File: config.mk
export PLATFORM = sky130hd
export DESIGN_NAME = mgmt_indirect_resp
export DESIGN_NICKNAME = d
export VERILOG_FILES = /design/src/rtl/mir_pkg.sv /design/src/rtl/mir_strap_decode.sv /design/src/rtl/mir_frame_classify.sv /design/src/rtl/mir_access_engine.sv /design/src/rtl/mir_window_regs.sv /design/src/rtl/mgmt_indirect_resp.sv
export SDC_FILE = /design/constraint.sdc
export NUM_CORES = 1
export LEC_CHECK = 0
export BUFFER_PORTS_ARGS = -buffer_cell sky130_fd_sc_hd__clkbuf_2
export CAP_MARGIN = 20
export CORE_UTILIZATION = 40
export CTS_CLUSTER_SIZE = 40
export DETAILED_ROUTE_END_ITERATION = 16
export PLACE_DENSITY = 0.72
export SYNTH_ARGS = -nofsm -noshare
export SYNTH_HDL_FRONTEND = slang
export SYNTH_SLANG_ARGS = --single-unit
File: constraint.sdc
create_clock -name clk_i -period 2.2 [get_ports clk_i]
set_input_delay 0.66 -clock clk_i [delete_from_list [all_inputs] [get_ports clk_i]]
set_output_delay 0.66 -clock clk_i [all_outputs]
set_load 0.01 [all_outputs]
File: src/rtl/mir_pkg.sv
package mir_pkg;
  localparam int unsigned FIELD_W  = 5;
  localparam int unsigned WORD_W   = 16;
  localparam int unsigned STRAP_W  = FIELD_W - 1;
  localparam int unsigned CMD_W    = 12;
  localparam logic [FIELD_W-1:0] REG_CMD  = 5'd0;
  localparam logic [FIELD_W-1:0] REG_DATA = 5'd1;

  typedef enum logic [1:0] {
    OP_NOP0  = 2'b00,
    OP_WRITE = 2'b01,
    OP_READ  = 2'b10,
    OP_NOP3  = 2'b11
  } op_e;

  typedef enum logic [2:0] {
    FR_NONE,
    FR_DIRECT,
    FR_WIN_CMD,
    FR_WIN_DATA,
    FR_IGNORE
  } frame_e;
endpackage

File: src/rtl/mir_strap_decode.sv
module mir_strap_decode
  import mir_pkg::*;
(
  input  logic [STRAP_W-1:0] strap_i,
  output logic               direct_o,
  output logic [FIELD_W-1:0] own_addr_o
);
  assign direct_o   = (strap_i == '0);
  assign own_addr_o = {strap_i, 1'b0};
endmodule

File: src/rtl/mir_frame_classify.sv
module mir_frame_classify
  import mir_pkg::*;
(
  input  logic               valid_i,
  input  logic               direct_i,
  input  logic [FIELD_W-1:0] own_addr_i,
  input  logic [FIELD_W-1:0] phy_i,
  input  logic [FIELD_W-1:0] reg_i,
  output frame_e             cls_o
);
  always_comb begin
    cls_o = FR_NONE;
    if (valid_i) begin
      if (direct_i)                 cls_o = FR_DIRECT;
      else if (phy_i != own_addr_i) cls_o = FR_IGNORE;
      else if (reg_i == REG_CMD)    cls_o = FR_WIN_CMD;
      else if (reg_i == REG_DATA)   cls_o = FR_WIN_DATA;
      else                          cls_o = FR_IGNORE;
    end
  end
endmodule

File: src/rtl/mir_access_engine.sv
module mir_access_engine
  import mir_pkg::*;
#(
  parameter int unsigned ACC_CYCLES = 4
) (
  input  logic               clk_i,
  input  logic               rst_ni,
  input  logic               start_i,
  input  logic               we_i,
  input  logic [FIELD_W-1:0] dev_i,
  input  logic [FIELD_W-1:0] reg_i,
  input  logic [WORD_W-1:0]  wdata_i,
  output logic               busy_o,
  output logic               done_rd_o,
  output logic               bus_req_o,
  output logic               bus_we_o,
  output logic [FIELD_W-1:0] bus_dev_o,
  output logic [FIELD_W-1:0] bus_reg_o,
  output logic [WORD_W-1:0]  bus_wdata_o
);
  localparam int unsigned CNT_W = $clog2(ACC_CYCLES + 1);
  localparam logic [CNT_W-1:0] CNT_LOAD = CNT_W'(ACC_CYCLES - 1);

  logic               busy_q, req_q, we_q;
  logic [CNT_W-1:0]   cnt_q;
  logic [FIELD_W-1:0] dev_q, reg_q;
  logic [WORD_W-1:0]  wdata_q;

  always_ff @(posedge clk_i or negedge rst_ni) begin
    if (!rst_ni) begin
      busy_q  <= 1'b0;
      req_q   <= 1'b0;
      we_q    <= 1'b0;
      cnt_q   <= '0;
      dev_q   <= '0;
      reg_q   <= '0;
      wdata_q <= '0;
    end else begin
      req_q <= 1'b0;
      if (start_i) begin
        busy_q  <= 1'b1;
        req_q   <= 1'b1;
        cnt_q   <= CNT_LOAD;
        we_q    <= we_i;
        dev_q   <= dev_i;
        reg_q   <= reg_i;
        wdata_q <= wdata_i;
      end else if (busy_q) begin
        if (cnt_q == '0) busy_q <= 1'b0;
        else             cnt_q  <= cnt_q - 1'b1;
      end
    end
  end

  assign busy_o      = busy_q;
  assign done_rd_o   = busy_q && (cnt_q == '0) && !we_q;
  assign bus_req_o   = req_q;
  assign bus_we_o    = we_q;
  assign bus_dev_o   = dev_q;
  assign bus_reg_o   = reg_q;
  assign bus_wdata_o = wdata_q;

  a_r7_req_inside_busy: assert property (@(posedge clk_i) disable iff (!rst_ni)
    bus_req_o |-> busy_o);
  a_r7_busy_holds: assert property (@(posedge clk_i) disable iff (!rst_ni)
    (busy_q && cnt_q != '0) |=> busy_q);
  a_r10_start_idle: assert property (@(posedge clk_i) disable iff (!rst_ni)
    start_i |-> !busy_q);
endmodule

File: src/rtl/mir_window_regs.sv
module mir_window_regs
  import mir_pkg::*;
(
  input  logic               clk_i,
  input  logic               rst_ni,
  input  logic               cmd_wr_i,
  input  logic               data_wr_i,
  input  logic [WORD_W-1:0]  wdata_i,
  input  logic               busy_i,
  input  logic               rd_done_i,
  input  logic [WORD_W-1:0]  rdata_i,
  output logic [WORD_W-1:0]  cmd_view_o,
  output logic [WORD_W-1:0]  data_o,
  output logic               start_o,
  output logic               start_we_o,
  output logic [FIELD_W-1:0] tgt_dev_o,
  output logic [FIELD_W-1:0] tgt_reg_o
);
  logic [CMD_W-1:0]  cmd_q;
  logic [WORD_W-1:0] data_q;
  op_e               op;
  logic              cmd_ok;

  assign op     = op_e'(wdata_i[11:10]);
  assign cmd_ok = cmd_wr_i && !busy_i && (op == OP_WRITE || op == OP_READ);

  always_ff @(posedge clk_i or negedge rst_ni) begin
    if (!rst_ni) begin
      cmd_q  <= '0;
      data_q <= '0;
    end else begin
      if (cmd_ok) cmd_q <= wdata_i[CMD_W-1:0];
      if (rd_done_i)                data_q <= rdata_i;
      else if (data_wr_i && !busy_i) data_q <= wdata_i;
    end
  end

  assign cmd_view_o = {busy_i, {(WORD_W-CMD_W-1){1'b0}}, cmd_q};
  assign data_o     = data_q;
  assign start_o    = cmd_ok;
  assign start_we_o = (op == OP_WRITE);
  assign tgt_dev_o  = wdata_i[9:5];
  assign tgt_reg_o  = wdata_i[4:0];

  a_r10_cmd_frozen: assert property (@(posedge clk_i) disable iff (!rst_ni)
    busy_i |=> $stable(cmd_q));
  a_r10_data_frozen: assert property (@(posedge clk_i) disable iff (!rst_ni)
    (busy_i && !rd_done_i) |=> $stable(data_q));
endmodule

File: src/rtl/mgmt_indirect_resp.sv
module mgmt_indirect_resp
  import mir_pkg::*;
#(
  parameter int unsigned ACC_CYCLES = 4
) (
  input  logic                clk_i,
  input  logic                rst_ni,
  input  logic [3:0]          strap_i,
  input  logic                frame_valid_i,
  input  logic [4:0]          frame_phy_i,
  input  logic [4:0]          frame_reg_i,
  input  logic                frame_wr_i,
  input  logic [15:0]         frame_wdata_i,
  output logic                rsp_valid_o,
  output logic                rsp_drive_o,
  output logic [15:0]         rsp_rdata_o,
  output logic                bus_req_o,
  output logic                bus_we_o,
  output logic [4:0]          bus_dev_o,
  output logic [4:0]          bus_reg_o,
  output logic [15:0]         bus_wdata_o,
  input  logic [15:0]         bus_rdata_i
);
  logic               direct;
  logic [FIELD_W-1:0] own_addr;
  frame_e             cls;
  logic               busy, done_rd;
  logic               win_start, win_we;
  logic [FIELD_W-1:0] win_dev, win_reg;
  logic [WORD_W-1:0]  cmd_view, data_reg;
  logic               eng_start, eng_we;
  logic [FIELD_W-1:0] eng_dev, eng_reg;
  logic [WORD_W-1:0]  eng_wdata;
  logic               rsp_valid_q, rsp_drive_q;
  logic [WORD_W-1:0]  rsp_data_q;

  mir_strap_decode i_strap (
    .strap_i    (strap_i),
    .direct_o   (direct),
    .own_addr_o (own_addr)
  );

  mir_frame_classify i_classify (
    .valid_i    (frame_valid_i),
    .direct_i   (direct),
    .own_addr_i (own_addr),
    .phy_i      (frame_phy_i),
    .reg_i      (frame_reg_i),
    .cls_o      (cls)
  );

  mir_window_regs i_window (
    .clk_i      (clk_i),
    .rst_ni     (rst_ni),
    .cmd_wr_i   (cls == FR_WIN_CMD && frame_wr_i),
    .data_wr_i  (cls == FR_WIN_DATA && frame_wr_i),
    .wdata_i    (frame_wdata_i),
    .busy_i     (busy),
    .rd_done_i  (done_rd && !direct),
    .rdata_i    (bus_rdata_i),
    .cmd_view_o (cmd_view),
    .data_o     (data_reg),
    .start_o    (win_start),
    .start_we_o (win_we),
    .tgt_dev_o  (win_dev),
    .tgt_reg_o  (win_reg)
  );

  // direct frames pass straight through; shared mode uses the window command
  always_comb begin
    if (direct) begin
      eng_start = (cls == FR_DIRECT) && !busy;
      eng_we    = frame_wr_i;
      eng_dev   = frame_phy_i;
      eng_reg   = frame_reg_i;
      eng_wdata = frame_wdata_i;
    end else begin
      eng_start = win_start;
      eng_we    = win_we;
      eng_dev   = win_dev;
      eng_reg   = win_reg;
      eng_wdata = data_reg;
    end
  end

  mir_access_engine #(.ACC_CYCLES(ACC_CYCLES)) i_engine (
    .clk_i       (clk_i),
    .rst_ni      (rst_ni),
    .start_i     (eng_start),
    .we_i        (eng_we),
    .dev_i       (eng_dev),
    .reg_i       (eng_reg),
    .wdata_i     (eng_wdata),
    .busy_o      (busy),
    .done_rd_o   (done_rd),
    .bus_req_o   (bus_req_o),
    .bus_we_o    (bus_we_o),
    .bus_dev_o   (bus_dev_o),
    .bus_reg_o   (bus_reg_o),
    .bus_wdata_o (bus_wdata_o)
  );

  always_ff @(posedge clk_i or negedge rst_ni) begin
    if (!rst_ni) begin
      rsp_valid_q <= 1'b0;
      rsp_drive_q <= 1'b0;
      rsp_data_q  <= '0;
    end else begin
      rsp_valid_q <= 1'b0;
      rsp_drive_q <= 1'b0;
      if (direct && done_rd) begin
        rsp_valid_q <= 1'b1;
        rsp_drive_q <= 1'b1;
        rsp_data_q  <= bus_rdata_i;
      end else if (!frame_wr_i) begin
        unique case (cls)
          FR_WIN_CMD: begin
            rsp_valid_q <= 1'b1;
            rsp_drive_q <= 1'b1;
            rsp_data_q  <= cmd_view;
          end
          FR_WIN_DATA: begin
            rsp_valid_q <= 1'b1;
            rsp_drive_q <= 1'b1;
            rsp_data_q  <= data_reg;
          end
          FR_IGNORE: begin
            rsp_valid_q <= 1'b1;
            rsp_data_q  <= '1;
          end
          default: ;
        endcase
      end
    end
  end

  assign rsp_valid_o = rsp_valid_q;
  assign rsp_drive_o = rsp_drive_q;
  assign rsp_rdata_o = rsp_data_q;

  a_r5_float_all_ones: assert property (@(posedge clk_i) disable iff (!rst_ni)
    (rsp_valid_o && !rsp_drive_o) |-> (rsp_rdata_o == 16'hFFFF));
  a_r12_one_access: assert property (@(posedge clk_i) disable iff (!rst_ni)
    (direct && busy) |-> !eng_start);
endmodule

## Word-level counts from Yosys, hierarchy flattened

Cells that the tools add are included.
W data, S select, Z words.

| word-level totals | value |
|---|---|
| register bits after elaboration | 78 |
| input bits | 50 |
| output and inout port bits | 46 |

| operators by class | value |
|---|---|
| $add $sub $neg | 1 |
| equal/unequal tests | 10 |
| muxes and demuxes | 28 |
| reductions and logical operators | 24 |

Operators by type and width:

| operator | number |
|---|---|
| $mux W16 | 5 |
| $pmux W16 S3 | 1 |
| $mux W3 | 8 |
| $mux W1 | 12 |
| $logic_and A1 B1 Y1 | 10 |
| $mux W5 | 2 |
| $eq A3 B2 Y1 const B | 2 |
| $eq A5 B1 Y1 const B | 1 |
| $logic_not A5 Y1 | 1 |
| $ne A5 B5 Y1 | 1 |
| $logic_not A4 Y1 | 1 |
| $reduce_and A2 Y1 | 2 |
| $reduce_bool A2 Y1 | 2 |
| $reduce_bool A4 Y1 | 1 |
| $eq A3 B1 Y1 const B | 1 |
| $eq A3 B3 Y1 const B | 1 |
| $logic_not A1 Y1 | 3 |
| $logic_not A3 Y1 | 1 |
| $reduce_or A3 Y1 | 1 |
| $sub A3 B1 Y3 const B | 1 |
| $eq A2 B1 Y1 const B | 1 |
| $eq A2 B2 Y1 const B | 1 |
| $ne A2 B1 Y1 const B | 1 |
| $ne A2 B2 Y1 const B | 1 |
| other kinds (2) | 2 |

## Logic depth before layout (Yosys ltp)

Gate-level depths: netlist of run 1.

| depth | value |
|---|---|
| word-level depth | 13 |
| gate-level depth with buffers | 7 |
| mapped depth without buffers | 6 |

## Modules after synthesis

A second synthesis of run 1 with hierarchy kept.

| second synthesis, totals | value |
|---|---|
| cell total of the unflattened synthesis | 395 |
| area total of the unflattened synthesis | 4,489.3 um2 |

Modules (own cells, without submodules):

| module | times used | cells an instance | area an instance (um2) | sequential area each (um2) |
|---|---|---|---|---|
| mir_window_regs | 1 | 132 | 1,478.9 | 700.7 |
| mgmt_indirect_resp | 1 | 160 | 1,460.2 | 450.4 |
| mir_access_engine | 1 | 81 | 1,380.1 | 800.8 |
| mir_frame_classify | 1 | 15 | 116.4 | 0.0 |
| mir_strap_decode | 1 | 7 | 53.8 | 0.0 |

## Least setup slack after synthesis of run 1

No wires, ideal clock.

| timing path | value |
|---|---|
| path kind | input to register |
| from | in frame_wdata_i[11] |
| to | reg i_window.cmd_q[0] |
| arrival time | 2.195 ns |
| required time | 2.075 ns |
| path slack | -0.120 ns |
| stages | 7 |
| path buffers | 2 |
| cell sequence | inv_1 -> ha_1 -> nand4b_1 -> or4_1 -> buf_2 -> buf_6 -> mux2_4 |

| on the way | value |
|---|---|
| longest elaborated chain between the ends | 3 |
| elaborated cells on any way between the ends | 4 |
| those cells by class | 2 x eq/ne; 2 x reduce/logical |

Ends and longest elaborated chain:

| what | line | text |
|---|---|---|
| from (decl) | mgmt_indirect_resp.sv:13 | `input logic [15:0] frame_wdata_i,` |
| $eq A2 B1 Y1 / $eq A2 B2 Y1 (equally long branches) | mir_window_regs.sv:25 | `assign cmd_ok = cmd_wr_i && !busy_i && (op == OP_WRITE \|\| op == OP_READ);` |
| $logic_or A1 B1 Y1 * | mir_window_regs.sv:25 |  |
| $logic_and A1 B1 Y1 * | mir_window_regs.sv:25 |  |
| to (signal assigned) | mir_window_regs.sv:32 | `if (cmd_ok) cmd_q <= wdata_i[CMD_W-1:0];` |
| to (decl) | mir_window_regs.sv:19 | `logic [CMD_W-1:0] cmd_q;` |

Every way passes the cells marked *; elsewhere a longest branch is shown, timed or not.
A chain may end at the register's enable or synchronous reset.

## Worst setup path after layout of run 1

| timing path | value |
|---|---|
| from | in frame_wdata_i[11] |
| to | reg i_engine.wdata_q[5] (netlist: i_engine.bus_wdata_o[5]) |

| on the way | value |
|---|---|
| longest elaborated chain between the ends | 4 |
| elaborated cells on any way between the ends | 5 |
| those cells by class | 2 x eq/ne; 1 x mux; 2 x reduce/logical |

Ends and longest elaborated chain:

| what | line | text |
|---|---|---|
| $eq A2 B1 Y1 / $eq A2 B2 Y1 (equally long branches) | mir_window_regs.sv:25 |  |
| $logic_or A1 B1 Y1 * | mir_window_regs.sv:25 |  |
| $logic_and A1 B1 Y1 * | mir_window_regs.sv:25 |  |
| $mux W1 * | mgmt_indirect_resp.sv:71 | `if (direct) begin` |
| to (signal assigned) | mir_access_engine.sv:47 | `wdata_q <= wdata_i;` |
| to (decl) | mir_access_engine.sv:27 | `logic [WORD_W-1:0] wdata_q;` |

Marked as above.

==> results of run 1 <==
-- sequential cells by signal, indices dropped and copies added, names as in the netlist, 3 cells and up --
| name | count |
|---|---|
| i_engine.cnt_q | 3 |
| i_engine.bus_wdata_o | 16 |
| rsp_rdata_o | 16 |
| i_engine.bus_dev_o | 5 |
| i_engine.bus_reg_o | 5 |
| i_window.data_o | 16 |
| i_window.cmd_q | 12 |
-- final cells by class --
class | count | area [sq um] | area share, %
multi-input combinational | 297 | 2020 | 36.8
sequential | 78 | 1950 | 35.6
timing repair buffer | 161 | 1060 | 19.4
tap | 133 | 166 | 3.04
clock buffer | 13 | 159 | 2.90
clock inverter | 3 | 90.1 | 1.64
inverter | 5 | 31.3 | 0.571
-- worst max-delay path: cells and delay by family --
kind	cells	cell delay, ns
AO/OA/AOI/OAI	1	0.41
adder cells (fa/ha/maj)	1	0.22
buffers and inverters	4	0.50
multiplexers	1	0.34
AND/OR/NAND/NOR	1	0.27
-- cell usage in the layout (no fill, tap or decap), types with 2 or more instances in the layout --
cell type and instances:
ha_1 2, a2bb2oi_1 10, mux2_4 8, nor3_1 13
nor2_1 91, a21oi_1 2, nand4_1 6, bufinv_16 3
buf_4 58, nor4_2 2, nand2_1 7, inv_1 4
mux2i_1 3, a21o_1 2, nand3_1 7, clkbuf_2 93
o31ai_1 23, o221a_2 6, clkbuf_1 2, xnor2_1 5
or3_1 11, clkbuf_8 11, buf_12 4, dfrtp_1 78
nor3b_2 2, o21ai_0 21, mux2_1 11, a221o_1 4
or4_1 11, a31oi_1 12, mux2_2 20, and2_1 6
and3_1 2, buf_6 5
-- metrics by stage --
step	total power [mW]	util [%]	area (sq um)
CTS	5.05	55.2	5420
global route	5.32	55.8	5480
floorplan	2.99	-	4110
global placement	3.65	52.5	5150
detailed placement	3.70	52.5	5150
finish	5.03	55.8	5480
-- power groups by stage --
stage                     sequential (mW)  combinational [mW]  clock [mW]
after global routing                 2.22                1.69        1.41
after detailed placement             2.20                1.51           0
final                                2.17                1.52        1.34
after global placement               2.17                1.47           0
after floorplan                      2.24               0.753           0
after CTS                            2.17                1.52        1.36
-- what timing repair did --
| item | CTS | global route |
|---|---|---|
| setup buffers | 0 | 1 |
| pin swaps | 0 | 2 |
| gates cloned | 0 | 2 |
| gates resized for setup | 3 | 5 |
| setup endpoints to repair | 27 | 38 |
-- worst paths after layout --
check	from	end	slack (ns)	cells past startpoint
worst max register to register	i_engine.busy_o	i_engine.bus_wdata_o[5]	0.17	6
worst min-delay path	rst_ni	i_engine.bus_wdata_o[10]	0.26	1
min in group clk_i	i_engine.bus_reg_o[4]	i_engine.bus_reg_o[4]	0.49	1
worst max-delay path	frame_wdata_i[11]	i_engine.bus_wdata_o[5]	0.03	8
worst min register to register	i_engine.bus_reg_o[4]	i_engine.bus_reg_o[4]	0.49	1
max in group asynchronous	rst_ni	i_window.data_o[0]	1.35	2
-- cells by family (layout without fill, tap and decap cells) --
family / count (synthesis) / count (layout)
mux: 42 / 42
simple gates: 164 / 164
flops: 78 / 78
fa+ha+maj: 3 / 3
compound gates: 83 / 83
buf+inv: 35 / 182
xor+xnor: 5 / 5
-- metal layers --
| layer | GRT usage, % | vias up |
|---|---|---|
| met5 | 0 | - |
| met4 | 9.43 | 0 |
| met3 | 5.29 | 18 |
| met2 | 36.9 | 153 |
| met1 | 33.4 | 1861 |
| li1 | - | 1776 |
==> results.md, run 1 <==
- Status: complete, no violations
- Top-count cell post-synth: nor2_1
- CTS max path bufs: 2
- Drt wl/cell: 17.8 um
- Diode count: 0
- Routability cong.: 0.860
- Crit Path Class: in -> reg
- WL met1: 5500 um
- # IOs: 96
- DIE WIDTH: 103 um
- Period Utilization, post-route: 98.5%
- Layout cells sized above 1: 39.1%
- Vias in the first global route: 3709
- Pint: 3.46 mW
- Hold WS: 0.258 ns
- Antenna viol nets, final: 0
- EDFF count, synth: 0
- Share of the synthesized area in the top cell type: 48.0%
- Fill count: 888
- Layout Cells excl Fill: 690
- Die Y-Extent: 103 um
- Synth Area per Inst: 9.93 sq um
- Synth Area in Adders: 0.922%
- Hold Buf Count CTS: 0
- Post-DP HPWL: 8750 um
- Post-synthesis sequential area ratio: 48.0%
- DRT Wirelength: 12300 um
- Setup crit end kind: flip-flop
- First-pass iteration count of the detailed router: 5
- Setup-failing EPs final: 0
- Crit path max fanout: 13
- Area fraction in compound gates after synthesis: 14.7%
- Total die area: 0.0106 sq mm
- Critical Path Start Type: input pin
- #FFs+latches synth: 78
- DRT iter0 DRCs: 241
- TritonCTS clock tree: built
- First-pass GRT wire length: 19000 um
- Core footprint: 0.00982 sq mm
- Fin crit period: 2.17 ns
- Ys flop type: dfrtp_1
- Slew @ Worst Pin: 0.784 ns
- Gr usage total: 24.1%
- RSZ-0062 raised after global routing: no
- Critical Path RT: 2.45 ns
- Reg power frac: 43.1%
- Slew Viols, Final: 0
- DR WL met3: 787 um
- Synth cell types: 41
- Synth Area in XOR/XNOR: 1.08%
- Mux contribution to synthesized area: 12.3%
- Via density: 5.52
- Largest net degree at the start of global routing: 43
- CTS clk-pin slew, worst paths: 0.08 ns
- Top sig layer: met4
- CTS Buf Count: 9
- GRT Residual Overflow: 0
- Psw: 1.57 mW
- Switching share of total power: 31.2%
- Total of max-cap violations: 0
- Area Growth Syn to Fin: 34.6%
- Hold Path Class: in -> async
- Synth top cells by count: nor2_1, dfrtp_1, o31ai_1
- WL met2: 5730 um
- Post-place setup slack: -0.448 ns
- Mapped Nets: 463
- Synth Area in Simple Gates: 19.5%
- Largest family of logic cells by synthesized area: simple AND/OR/NAND/NOR gates
- Synth warn: 0
- Root Buffer: clkbuf_8
- Slowest Stage Delay on Critical Path: 0.41 ns
- Power per cell area: 918 mW/mm^2
- Slew headroom: 47.3%
- Asr flop ratio synth: 100%
- Buffers on Ports: 95
- Worst-skew pair later-pin latency: 0.36 ns
- Slowest CP cell: o41ai_4
- Setup TNS: 0 ns
- CP arrival: 2.42 ns
- Max IR drop VDD: 0.000368 V
- Clock share of power: 26.6%
- Nets: 605
- Rows: 36
- Initial Util: 41.5%
- Post-Place Cells: 671
- Area leader, netlist: dfrtp_1
- Critical path cell sequence: buf_4, inv_12, ha_4, nand4b_1, o41ai_4, buf_6, buf_12, mux2_2
- Synth top area cells: dfrtp_1, nor2_1, mux2_2, o31ai_1, mux2_1
- Via total after detailed routing: 3808
- Leak: 2.57 nW
- DR DRC count: 0
- Max Fclk: 461 MHz
- Synth Cell Area: 0.00407 sq mm
- Final Hold Violating Endpoints: 0
- Logic pwr share: 30.2%
- Initial antenna violation count: 0
- H-tree levels: 3
- Clock skew: 0.00589 ns
- Final setup margin: 0.0324 ns
- TritonCTS sink count: 78
- Post-synthesis cell count: 410
No activity file was read; power rests on OpenSTA's default activity.
==> inputs of run 2 (changes only) <==
--- a/config.mk
+++ b/config.mk
@@ -7,10 +7,11 @@
 export LEC_CHECK = 0
 export BUFFER_PORTS_ARGS = -buffer_cell sky130_fd_sc_hd__clkbuf_2
 export CAP_MARGIN = 20
-export CORE_UTILIZATION = 40
+export CORE_MARGIN = 1.5
+export CORE_UTILIZATION = 54
 export CTS_CLUSTER_SIZE = 40
 export DETAILED_ROUTE_END_ITERATION = 16
-export PLACE_DENSITY = 0.72
+export PLACE_DENSITY = 0.9
 export SYNTH_ARGS = -nofsm -noshare
 export SYNTH_HDL_FRONTEND = slang
 export SYNTH_SLANG_ARGS = --single-unit
==> results.md, run 2 (same netlist as run 1, synthesis figures left out) <==
- Max IR drop VDD: 0.000516 V
- Commonest non-fill, non-tap cells in the layout: clkbuf_2, nor2_1, dfrtp_1
- Layout cells sized above 1: 38.5%
- # IOs: 96
- First-pass GRT wire length: 20500 um
- CP arrival: 2.42 ns
- GRT Residual Overflow: 0
- Logic pwr share: 31.0%
- Power per cell area: 932 mW/mm^2
- Drt wl/cell: 19.1 um
- Post-DP HPWL: 9110 um
- Critical Path RT: 2.44 ns
- Total die area: 0.00807 sq mm
- DIE WIDTH: 89.8 um
- Clock skew: 0.00968 ns
- RSZ-0062 raised after global routing: no
- Period Utilization, post-route: 98.8%
- DR DRC count: 0
- Nets: 599
- Fill count: 499
- Setup-failing EPs final: 0
- Hold WS: 0.250 ns
- Via density: 6.14
- Rows: 31
- Final setup margin: 0.0257 ns
- Initial Util: 56.1%
- Worst r2r src: i_engine.busy_o
- Setup crit end kind: flip-flop
- Commonest non-fill, non-tap cell in the layout: clkbuf_2
- Crit Path Class: in -> reg
- TritonCTS clock tree: built
- Largest net degree at the start of global routing: 37
- Max Fclk: 460 MHz
- Vias in the first global route: 4053
- Crit path max fanout: 7
- Status: complete, no violations
- Layout Cells excl Fill: 650
- Die Y-Extent: 89.8 um
- Hold Path Class: in -> async
- Hold Buf Count CTS: 0
- Psw: 1.65 mW
- Critical Path Start Type: input pin
- CTS clk-pin slew, worst paths: 0.08 ns
- Final Hold Violating Endpoints: 0
- Total of max-cap violations: 0
- CTS Buf Count: 9
- Root Buffer: clkbuf_8
- Post-place setup slack: -0.324 ns
- Routability cong.: 0.969
- H-tree levels: 3
- Via total after detailed routing: 3994
- Slew @ Worst Pin: 0.628 ns
- CTS max path bufs: 2
- Slew headroom: 57.9%
- Clock share of power: 24.1%
- Area Growth Syn to Fin: 29.8%
- Core footprint: 0.00725 sq mm
- Antenna viol nets, final: 0
- Initial antenna violation count: 0
- Worst Setup SP: frame_wdata_i[11]
- Pint: 3.27 mW
- Worst-skew pair later-pin latency: 0.36 ns
- Post-Place Cells: 634
- First-pass iteration count of the detailed router: 5
- Switching share of total power: 33.6%
- Slew Viols, Final: 0
- Gr usage total: 32.1%
- TritonCTS sink count: 78
- Fin crit period: 2.17 ns
- DRT iter0 DRCs: 467
- DRT Wirelength: 12400 um
- Buffers on Ports: 95
- Diode count: 0
- Reg power frac: 44.9%
- Leak: 2.49 nW
run 2: critical path, cell delays in order:
cell      delay [ns]
clkbuf_2        0.18
inv_12          0.04
ha_4            0.23
nand4b_1        0.20
or4_1           0.58
buf_4           0.20
mux2_1          0.32
run 2: metrics by stage:
step / power [mW] / area, sq um / setup TNS [ns] / util (%)
after global routing: 5.18 / 5280 / 0 / 72.8
after global placement: 3.61 / 5060 / -13.49 / 69.8
after detailed placement: 3.73 / 5060 / -15.80 / 69.8
after floorplan: 2.99 / 4110 / -1.23 / -
final: 4.92 / 5280 / 0 / 72.8
after CTS: 4.91 / 5280 / 0 / 72.7
run 2: path summary, 6_finish.rpt:
kind,slack [ns],end,cells past startpoint
worst max-delay path,0.03,i_window.cmd_q[7],7
worst min-delay path,0.25,rsp_rdata_o[3],1
worst max register to register,0.10,i_window.cmd_q[7],5
worst min register to register,0.49,i_window.cmd_q[4],1
max in group asynchronous,1.39,i_engine.bus_wdata_o[1],2
min in group clk_i,0.49,i_window.cmd_q[4],1
run 2: layer usage:
metal,wire length [um],track usage [%]
met4,376,13.9
met5,0,0
met2,5770,49.9
met1,4820,44.0
met3,1440,6.35
run 2: repair_timing:
action                                  CTS  global route
buffers inserted                          0             0
resized for setup                         0             1
endpoints found under the setup margin    0             6
run 2: power groups by stage:
stage	registers (mW)	logic, mW	clock network [mW]
2_1_floorplan	2.24	0.753	0
3_3_place_gp	2.20	1.41	0
3_5_place_dp	2.22	1.51	0
4_1_cts	2.20	1.52	1.19
5_1_grt	2.26	1.66	1.25
6_report	2.21	1.52	1.19
run 2: cell type report:
class,instances,area (sq um),share of cell area [%]
multi-input cells,297,2010,38.0
flip-flops and latches,78,1950,37.0
repair buffers,155,953,18.1
clock buffers,11,131,2.49
well taps,99,124,2.35
clock inverters,5,81.3,1.54
inverters,5,31.3,0.592
